**config.mk**
```make
export PLATFORM = sky130hd
export DESIGN_NAME = ep_ldst_unit
export DESIGN_NICKNAME = d
export VERILOG_FILES = /design/src/rtl/ep_ldst_pkg.sv /design/src/rtl/ep_ldst_decode.sv /design/src/rtl/ep_ldst_lane.sv /design/src/rtl/ep_ldst_extend.sv /design/src/rtl/ep_ldst_unit.sv
export SDC_FILE = /design/constraint.sdc
export NUM_CORES = 1
export LEC_CHECK = 0
export BUFFER_PORTS_ARGS = -buffer_cell sky130_fd_sc_hd__buf_2
export CAP_MARGIN = 20
export CORE_MARGIN = 10
export CORE_UTILIZATION = 45
export DETAILED_ROUTE_END_ITERATION = 16
export PLACE_DENSITY_LB_ADDON = 0.25
export SLEW_MARGIN = 15
export SYNTH_ARGS = -nofsm -noshare
export SYNTH_HDL_FRONTEND = slang
export SYNTH_SLANG_ARGS = --single-unit
```
**constraint.sdc**
```tcl
create_clock -name clk -period 3.7 [get_ports clk]
set_clock_uncertainty 0.2 [all_clocks]
set_input_delay 0.74 -clock clk [delete_from_list [all_inputs] [get_ports clk]]
set_output_delay 0.74 -clock clk [all_outputs]
set_load 0.02 [all_outputs]
```
**src/rtl/ep_ldst_pkg.sv**
```systemverilog
// Shared types for the element-pointer short load/store unit.
package ep_ldst_pkg;
    // Access size code placed on the memory request.
    typedef enum logic [1:0] {
        SZ_BYTE = 2'd0,
        SZ_HALF = 2'd1,
        SZ_WORD = 2'd2
    } acc_size_e;

    // Fields produced by decoding one short instruction.
    typedef struct packed {
        logic       hit;    // one of the six encodings
        logic       store;  // byte store
        logic       sext;   // signed load
        acc_size_e  size;
        logic [7:0] disp;   // scaled byte offset
        logic [4:0] rdst;   // register field, bits 15:11
    } short_op_t;
endpackage

```
**src/rtl/ep_ldst_decode.sv**
```systemverilog
// Decodes a 16-bit short instruction into size, direction, signedness and
// scaled byte displacement. Assumes the caller qualifies the result with
// its own valid; an unrecognised pattern returns hit = 0.
module ep_ldst_decode
    import ep_ldst_pkg::*;
(
    input  logic [15:0] instr,
    output short_op_t   op
);
    // Match the opcode field and scale the displacement for the access size.
    always_comb begin
        op      = '0;
        op.rdst = instr[15:11];
        op.size = SZ_BYTE;
        if (instr[10:7] == 4'b0110) begin
            op.hit  = 1'b1;
            op.sext = 1'b1;
            op.disp = {1'b0, instr[6:0]};
        end else if (instr[10:7] == 4'b0111) begin
            op.hit   = 1'b1;
            op.store = 1'b1;
            op.disp  = {1'b0, instr[6:0]};
        end else if (instr[10:7] == 4'b1000) begin
            op.hit  = 1'b1;
            op.sext = 1'b1;
            op.size = SZ_HALF;
            op.disp = {instr[6:0], 1'b0};
        end else if (instr[10:7] == 4'b1010 && !instr[0]) begin
            op.hit  = 1'b1;
            op.size = SZ_WORD;
            op.disp = {instr[6:1], 2'b00};
        end else if (instr[10:4] == 7'b0000110) begin
            op.hit  = 1'b1;
            op.disp = {4'b0000, instr[3:0]};
        end else if (instr[10:4] == 7'b0000111) begin
            op.hit  = 1'b1;
            op.size = SZ_HALF;
            op.disp = {3'b000, instr[3:0], 1'b0};
        end
    end
endmodule

```
**src/rtl/ep_ldst_lane.sv**
```systemverilog
// Builds byte enables and lane-steered store data from the access size and
// the low address bits, and reports natural alignment. Assumes a
// little-endian bus of DATA_W bits with at least four byte lanes.
module ep_ldst_lane
    import ep_ldst_pkg::*;
#(
    parameter int DATA_W = 32,
    localparam int LANES  = DATA_W / 8,
    localparam int LANE_B = $clog2(LANES)
)(
    input  acc_size_e         size,
    input  logic [LANE_B-1:0] addr_lo,
    input  logic [DATA_W-1:0] store_value,
    output logic [LANES-1:0]  be,
    output logic [DATA_W-1:0] wdata,
    output logic              aligned
);
    // Alignment: halfwords need an even address, words a lane-0 address.
    always_comb begin
        unique case (size)
            SZ_HALF: aligned = ~addr_lo[0];
            SZ_WORD: aligned = (addr_lo[1:0] == 2'b00);
            default: aligned = 1'b1;
        endcase
    end

    for (genvar g = 0; g < LANES; g++) begin : g_lane
        localparam logic [LANE_B-1:0] LANE_ID = LANE_B'(g);
        // Per-lane enable and replicated store byte.
        always_comb begin
            unique case (size)
                SZ_BYTE: begin
                    be[g]          = (addr_lo == LANE_ID);
                    wdata[8*g +: 8] = store_value[7:0];
                end
                SZ_HALF: begin
                    be[g]          = (addr_lo[1] == LANE_ID[1]);
                    wdata[8*g +: 8] = store_value[8*(g%2) +: 8];
                end
                default: begin
                    be[g]          = 1'b1;
                    wdata[8*g +: 8] = store_value[8*g +: 8];
                end
            endcase
        end
    end
endmodule

```
**src/rtl/ep_ldst_extend.sv**
```systemverilog
// Picks the addressed byte or halfword out of a returned data word and
// sign- or zero-extends it. Assumes a little-endian bus of at least 32 bits.
module ep_ldst_extend
    import ep_ldst_pkg::*;
#(
    parameter int DATA_W = 32,
    localparam int LANE_B = $clog2(DATA_W / 8)
)(
    input  acc_size_e         size,
    input  logic              sext,
    input  logic [LANE_B-1:0] lane,
    input  logic [DATA_W-1:0] rdata,
    output logic [DATA_W-1:0] result
);
    logic [7:0]  sel_b;
    logic [15:0] sel_h;

    // Lane selection and extension.
    always_comb begin
        sel_b = rdata[8*lane +: 8];
        sel_h = rdata[16*lane[1] +: 16];
        unique case (size)
            SZ_BYTE: result = {{(DATA_W-8){sext & sel_b[7]}}, sel_b};
            SZ_HALF: result = {{(DATA_W-16){sext & sel_h[15]}}, sel_h};
            default: result = rdata;
        endcase
    end
endmodule

```
**src/rtl/ep_ldst_unit.sv**
```systemverilog
// Element-pointer short load/store unit. Decodes the instruction, adds the
// scaled displacement to the pointer, issues a registered memory request
// (or a misalignment flag instead), and turns returned load data into a
// registered writeback. Assumes at most one load outstanding.
module ep_ldst_unit
    import ep_ldst_pkg::*;
#(
    parameter int ADDR_W = 32,
    parameter int DATA_W = 32,
    localparam int LANES  = DATA_W / 8,
    localparam int LANE_B = $clog2(LANES)
)(
    input  logic              clk,
    input  logic              rst_n,
    input  logic              instr_valid,
    input  logic [15:0]       instr,
    input  logic [ADDR_W-1:0] ep_value,
    input  logic [DATA_W-1:0] store_value,
    output logic              mem_req,
    output logic              mem_we,
    output logic [ADDR_W-1:0] mem_addr,
    output logic [1:0]        mem_size,
    output logic [LANES-1:0]  mem_be,
    output logic [DATA_W-1:0] mem_wdata,
    output logic              misaligned,
    input  logic              mem_rvalid,
    input  logic [DATA_W-1:0] mem_rdata,
    output logic              wb_en,
    output logic [4:0]        wb_reg,
    output logic [DATA_W-1:0] wb_data
);
    short_op_t          op;
    logic [ADDR_W-1:0]  eff_addr;
    logic [LANES-1:0]   be_c;
    logic [DATA_W-1:0]  wdata_c;
    logic               aligned;
    logic               accept;
    logic               pend_valid;
    logic [4:0]         pend_reg;
    acc_size_e          pend_size;
    logic               pend_sext;
    logic [LANE_B-1:0]  pend_lane;
    logic [DATA_W-1:0]  ext_c;

    ep_ldst_decode u_dec (
        .instr (instr),
        .op    (op)
    );

    // Effective address: pointer plus zero-extended scaled displacement.
    always_comb eff_addr = ep_value + ADDR_W'(op.disp);

    ep_ldst_lane #(.DATA_W(DATA_W)) u_lane (
        .size        (op.size),
        .addr_lo     (eff_addr[LANE_B-1:0]),
        .store_value (store_value),
        .be          (be_c),
        .wdata       (wdata_c),
        .aligned     (aligned)
    );

    // Recognised instruction presented this cycle.
    always_comb accept = instr_valid & op.hit;

    // Request stage: one-cycle request or misalignment flag.
    always_ff @(posedge clk) begin
        if (!rst_n) begin
            mem_req    <= 1'b0;
            misaligned <= 1'b0;
            mem_we     <= 1'b0;
            mem_addr   <= '0;
            mem_size   <= 2'd0;
            mem_be     <= '0;
            mem_wdata  <= '0;
        end else begin
            mem_req    <= accept & aligned;
            misaligned <= accept & ~aligned;
            if (accept & aligned) begin
                mem_we    <= op.store;
                mem_addr  <= eff_addr;
                mem_size  <= op.size;
                mem_be    <= be_c;
                mem_wdata <= wdata_c;
            end
        end
    end

    // Outstanding-load bookkeeping for the return path.
    always_ff @(posedge clk) begin
        if (!rst_n) begin
            pend_valid <= 1'b0;
            pend_reg   <= '0;
            pend_size  <= SZ_BYTE;
            pend_sext  <= 1'b0;
            pend_lane  <= '0;
        end else if (accept & aligned & ~op.store) begin
            pend_valid <= 1'b1;
            pend_reg   <= op.rdst;
            pend_size  <= op.size;
            pend_sext  <= op.sext;
            pend_lane  <= eff_addr[LANE_B-1:0];
        end else if (mem_rvalid) begin
            pend_valid <= 1'b0;
        end
    end

    ep_ldst_extend #(.DATA_W(DATA_W)) u_ext (
        .size   (pend_size),
        .sext   (pend_sext),
        .lane   (pend_lane),
        .rdata  (mem_rdata),
        .result (ext_c)
    );

    // Writeback stage: register the extended result.
    always_ff @(posedge clk) begin
        if (!rst_n) begin
            wb_en   <= 1'b0;
            wb_reg  <= '0;
            wb_data <= '0;
        end else begin
            wb_en <= mem_rvalid & pend_valid;
            if (mem_rvalid & pend_valid) begin
                wb_reg  <= pend_reg;
                wb_data <= ext_c;
            end
        end
    end
endmodule

```
==> metrics.csv, run 1 <==
stage,metric,value,unit
finish,antenna cells,0,
synthesis,synthesized instance count,694,
setup_path,worst r2r path cells,4,
synthesis,Post-synth ARST share,0,
drt,First-pass DRT Iterations,5,
hold_path,hold_sp,wb_data[2],
synthesis,Synth Net Count,822,
clock_network,clk root buf,clkbuf_16,
synthesis,Yosys top cell by area,dfxtp_1,
placement,PortBufs,226,
global_route,largest net degree at the start of global routing,44,
floorplan,IO Pins,227,
synthesis,ys flop type,dfxtp_1,
clock_network,clk sinks,122,
clock_network,CTS buffer count,17,
drt,DRC,0,
clock_network,CTS tree,built,
global_route,number of global-route vias before repair,6174,
sta,Final min period,3.43,ns
hold_path,Hold Path Stages,2,
clock_network,H-Tree Depth,4,
sta,fin crit share,0.926,
drt,mean number of vias per cell,5.60,
clock_network,maximum clock path buffer count,2,
floorplan,die area,0.0181,mm2
setup_path,CP endpoint kind,flip-flop,
synthesis,Post-Synthesis Cell Area,0.00591,mm2
finish,synth-to-layout area growth,36.7,%
setup_path,Setup CP Type,input pin to flip-flop,
power_and_ir_drop,P_leak,3.69,nW
run,# Max-Cap Violations,0,
synthesis,most instantiated cells after synthesis,"dfxtp_1 (122), nand2_1 (77), o21ai_0 (77)",
global_route,grt ovf,0,
synthesis,post-synth cell types,59,
synthesis,syn_area_per_cell,8.52,um2
setup_path,CP arrival,3.57,ns
floorplan,die width,135,um
drt,DRT iter0 DRCs,404,
setup_path,critical path launch point type,input pin,
finish,sequential cell area,0.00244,mm2
sta,Setup TNS Final,0,ns
finish,Top Registers,"mem_addr (32), mem_wdata (32), wb_data (32)",
sta,f_max,0.292,GHz
power_and_ir_drop,Total Power,3.65,mW
drt,drt wl/cell,17.8,um
finish,multi-input logic area,0.00319,mm2
clock_network,# resized after CTS,0,
sta,Pins Over Slew Limit,0,
drt,Vias,6300,
sta,Final Hold Vio Count,0,
finish,Final Util,0.635,
drt,Antenna Nets Post-Route,0,
placement,gpl congestion,0.933,
floorplan,row count,41,
floorplan,Die Y,135,um
power_and_ir_drop,PD cells,451,mW/mm2
synthesis,register area share after synthesis,0.413,
finish,design area,0.00808,mm2
finish,nets,1069,
synthesis,warnings from Yosys,0,
global_route,first-pass GRT wire length,31.7,mm
placement,Post-DP Area,0.00744,mm2
finish,fillcell total,1160,
status,status,finished clean,
drt,overall routed net length,20.1,mm
synthesis,#FFs+latches synth,122,
power_and_ir_drop,maximum VDD drop,305,uV
setup_path,worst endpoint required time,3.84,ns
synthesis,cell with the most instances after synthesis,dfxtp_1,
floorplan,core box area,0.0127,mm2
sta,RSZ-0062 raised after global routing,no,
sta,Slew HR,0.301,
setup_path,CP max FO,11,
setup_path,worst r2r src,pend_lane[1],
clock_network,Worst-path clk slew,0.06,ns
synthesis,"EDFF count, synth",0,
clock_network,Clock Latency Late Sink,0.41,ns
synthesis,"top cells by area, synth","dfxtp_1 (41%), o21ai_0 (6.5%), a21oi_1 (5.8%), nand2_1 (4.9%), a22o_1 (3.9%)",
finish,share of cells above drive strength 1,0.340,
setup_path,r2r setup slk,1.26,ns
setup_path,reg2reg end,wb_data[12],
sta,Final Setup Violations,0,
global_route,initial antenna violation count,1,
sta,Slew @ Worst Pin,1.05,ns
floorplan,Starting Density,0.464,
clock_network,CTS Hold Bufs,0,
placement,Post-DP HPWL,15.4,mm
synthesis,Synth top area share,0.413,
global_route,All-Layer GR Usage,0.216,
hold_path,Worst Hold Class,flip-flop to flip-flop,
hold_path,WHS Endpoint,wb_data[2],
clock_network,Post-CTS Setup Inserts,0,
layer usage:
| layer | routed length (um) | global-route usage |
|---|---|---|
| met1 | 8700 | 0.264 |
| met2 | 9020 | 0.335 |
| met5 | 13 | 0 |
| met4 | 592 | 0.0985 |
| met3 | 1730 | 0.0760 |
power by group:
group | switching (mW) | internal [mW]
Clock | 0.631 | 1.15
Sequential | 0.0279 | 1.36
Combinational | 0.283 | 0.197
worst max-delay path by stage:
stage / cells past startpoint / endpoint / from
global placement: 11 / mem_addr[24] / instr[9]
CTS: 11 / mem_addr[24] / instr[9]
finish: 11 / mem_addr[24] / instr[9]
global route: 12 / mem_addr[19] / instr[9]
detailed placement: 11 / mem_addr[24] / instr[9]
floorplan: 13 / mem_addr[30] / instr[10]
critical path, stage by stage:
cell	delay (ns)
buf_2	0.11
or3b_4	0.40
or3b_2	0.46
nand2_1	0.12
a22o_1	0.13
ha_1	0.23
a21o_1	0.17
a21oi_1	0.13
a31o_1	0.38
or4_1	0.54
a31oi_1	0.16
placed cells by master (no fill, tap or decap), types with 11 or more instances in the layout:
cell type,n
nor2_1,36
a31oi_1,21
a21oi_1,68
ha_1,11
dfxtp_1,122
mux2i_1,14
inv_1,21
nand3_1,15
a22o_1,26
clkbuf_16,17
buf_4,45
o21ai_0,76
buf_2,226
nand2_1,77
o2bb2ai_1,16
kinds of logic (layout without fill, tap and decap cells):
family,after synthesis,after routing,synth area share
mux,23,23,0.0428
fa+ha+maj,12,12,0.0267
xor+xnor,12,12,0.0178
simple gates,181,181,0.146
flops,122,122,0.413
buf+inv,68,328,0.0498
compound gates,276,276,0.304
cell type report:
class                   count  area share
flip-flops and latches    122       0.302
repair buffers            273       0.187
multi-input cells         504       0.395
inverters                  23      0.0107
well taps                 172      0.0266
clock inverters            14      0.0242
clock buffers              18      0.0544
through the flow:
step / setup WS, ns / hold WS, ns / instances
after global placement: -0.0638 / 0.236 / 1094
after detailed placement: -0.132 / 0.242 / 1094
after global routing: 0.110 / 0.264 / 1126
after floorplan: 0.0149 / 0.232 / 694
final: 0.275 / 0.249 / 1126
after CTS: 0.292 / 0.249 / 1126
Power figures use the tool's default switching activity.
==> inputs of run 2 (changes only) <==
- GPL_TIMING_DRIVEN: unset -> 0
==> run 2 against run 1 <==
Compared with the run above:
- flip-flop and latch count unchanged
- global-route usage increased by 0.73 points
- maximum frequency decreased by 3.5%
- clock power decreased by 12%
- cell count about the same
- non-clock buffer count unchanged
- sequential share of layout area increased by 0.53 points
- largest cell class unchanged
- largest power group unchanged
- highest routed layer unchanged
==> metrics.csv, run 2 (synthesis results as in run 1) <==
stage,metric,value,unit
clock_network,Worst-path clk slew,0.06,ns
placement,gpl congestion,0.946,
setup_path,worst endpoint required time,3.85,ns
clock_network,maximum clock path buffer count,2,
clock_network,CTS buffer count,17,
status,status,finished clean,
finish,synth-to-layout area growth,34.3,%
global_route,initial antenna violation count,1,
finish,most frequent cells in the layout,"buf_2 (229), dfxtp_1 (122), nand2_1 (76)",
finish,"commonest non-fill, non-tap cell in the layout",buf_2,
sta,Slew @ Worst Pin,0.677,ns
setup_path,CP arrival,3.70,ns
floorplan,row count,41,
global_route,number of global-route vias before repair,6150,
sta,Final Setup Violations,0,
floorplan,Starting Density,0.464,
finish,Final Util,0.624,
sta,Pins Over Slew Limit,0,
clock_network,clk root buf,clkbuf_16,
sta,fin crit share,0.959,
drt,Antenna Nets Post-Route,0,
drt,DRT iter0 DRCs,439,
floorplan,IO Pins,227,
floorplan,die width,135,um
drt,DRC,0,
floorplan,core box area,0.0127,mm2
floorplan,Die Y,135,um
finish,share of cells above drive strength 1,0.326,
finish,nets,1069,
clock_network,CTS Hold Bufs,0,
global_route,grt ovf,0,
drt,First-pass DRT Iterations,5,
clock_network,Clock Latency Late Sink,0.42,ns
sta,f_max,0.282,GHz
hold_path,Hold Path Stages,1,
sta,Final min period,3.55,ns
setup_path,critical path launch point type,input pin,
drt,drt wl/cell,18.8,um
run,# Max-Cap Violations,0,
drt,overall routed net length,21.2,mm
placement,Post-DP HPWL,16.5,mm
placement,PortBufs,225,
sta,RSZ-0062 raised after global routing,no,
power_and_ir_drop,PD cells,434,mW/mm2
global_route,first-pass GRT wire length,32.5,mm
drt,Vias,6326,
power_and_ir_drop,maximum VDD drop,231,uV
setup_path,worst r2r path cells,7,
sta,Slew HR,0.549,
floorplan,die area,0.0181,mm2
clock_network,clk sinks,122,
hold_path,Worst Hold Class,flip-flop to flip-flop,
power_and_ir_drop,P_leak,3.54,nW
finish,Top Registers,"mem_addr (32), mem_wdata (32), wb_data (32)",
clock_network,H-Tree Depth,4,
setup_path,CP max FO,10,
global_route,All-Layer GR Usage,0.224,
sta,Final Hold Vio Count,0,
clock_network,CTS tree,built,
power_and_ir_drop,Total Power,3.44,mW
setup_path,Setup CP Type,input pin to flip-flop,
drt,mean number of vias per cell,5.61,
global_route,largest net degree at the start of global routing,17,
setup_path,CP endpoint kind,flip-flop,
finish,fillcell total,1162,
-- run 2: cell count changes in the layout (fill, tap and decap cells not counted), sizes merged, moves of 3 or more --
cell      before  now
bufinv         4    1
clkbuf        18   53
buf          273  238
clkinvlp       4    7
-- run 2: worst max-delay path, cell delays in order --
cell       delay, ns
buf_2           0.13
or3b_4          0.43
nor2_2          0.14
a21oi_4         0.07
inv_2           0.09
a22oi_1         0.10
fa_1            0.44
and2b_2         0.27
o2111ai_4       0.17
a31o_1          0.28
buf_2           0.17
or4_1           0.48
a31oi_1         0.17
-- run 2: routing by layer --
layer	track usage	vias to the layer above	routed length [um]
met4	0.0840	2	461
met3	0.0779	37	1830
met1	0.268	2958	9030
li1	-	3075	-
met2	0.361	254	9850
met5	0	-	18
-- run 2: path summary, 6_finish.rpt --
| kind | start | end | slack (ns) |
|---|---|---|---|
| worst min-delay path | wb_data[15] | wb_data[15] | 0.24 |
| worst max register to register | pend_lane[1] | wb_data[29] | 1.14 |
| worst min register to register | wb_data[15] | wb_data[15] | 0.24 |
| worst max-delay path | instr[9] | mem_addr[30] | 0.15 |
-- run 2: final cells by class --
type | instances | area, um2 | share of cell area
clock buffers | 18 | 439 | 0.0553
plain buffers | 45 | 221 | 0.0279
flip-flops and latches | 122 | 2440 | 0.308
diodes | 1 | 2.50 | 0.000315
multi-input cells | 504 | 3260 | 0.410
repair buffers | 228 | 1150 | 0.145
well taps | 172 | 215 | 0.0271
clock inverters | 14 | 124 | 0.0156
inverters | 23 | 88.8 | 0.0112
-- run 2: repair_timing --
action / in CTS / in global routing
gates resized for setup: 9 / 23
buffers inserted: 2 / 1
setup endpoints to repair: 56 / 58
pin swaps: 2 / 3
-- run 2: through the flow --
step | setup slack (ns) | setup TNS (ns) | std cells | instance area [um2] | hold slack (ns)
global placement | -0.965 | -44.89 | 1091 | 7250 | 0.231
finish | 0.150 | 0 | 1127 | 7940 | 0.245
detailed placement | -1.03 | -48.37 | 1091 | 7250 | 0.234
CTS | 0.00949 | 0 | 1125 | 7860 | 0.247
global route | 0.0124 | 0 | 1126 | 7940 | 0.259
floorplan | 0.0149 | 0 | 694 | 5910 | 0.232
-- run 2: where the power goes --
group | internal, mW | switching (mW)
Combinational | 0.185 | 0.301
Clock | 0.939 | 0.633
Sequential | 1.36 | 0.0230
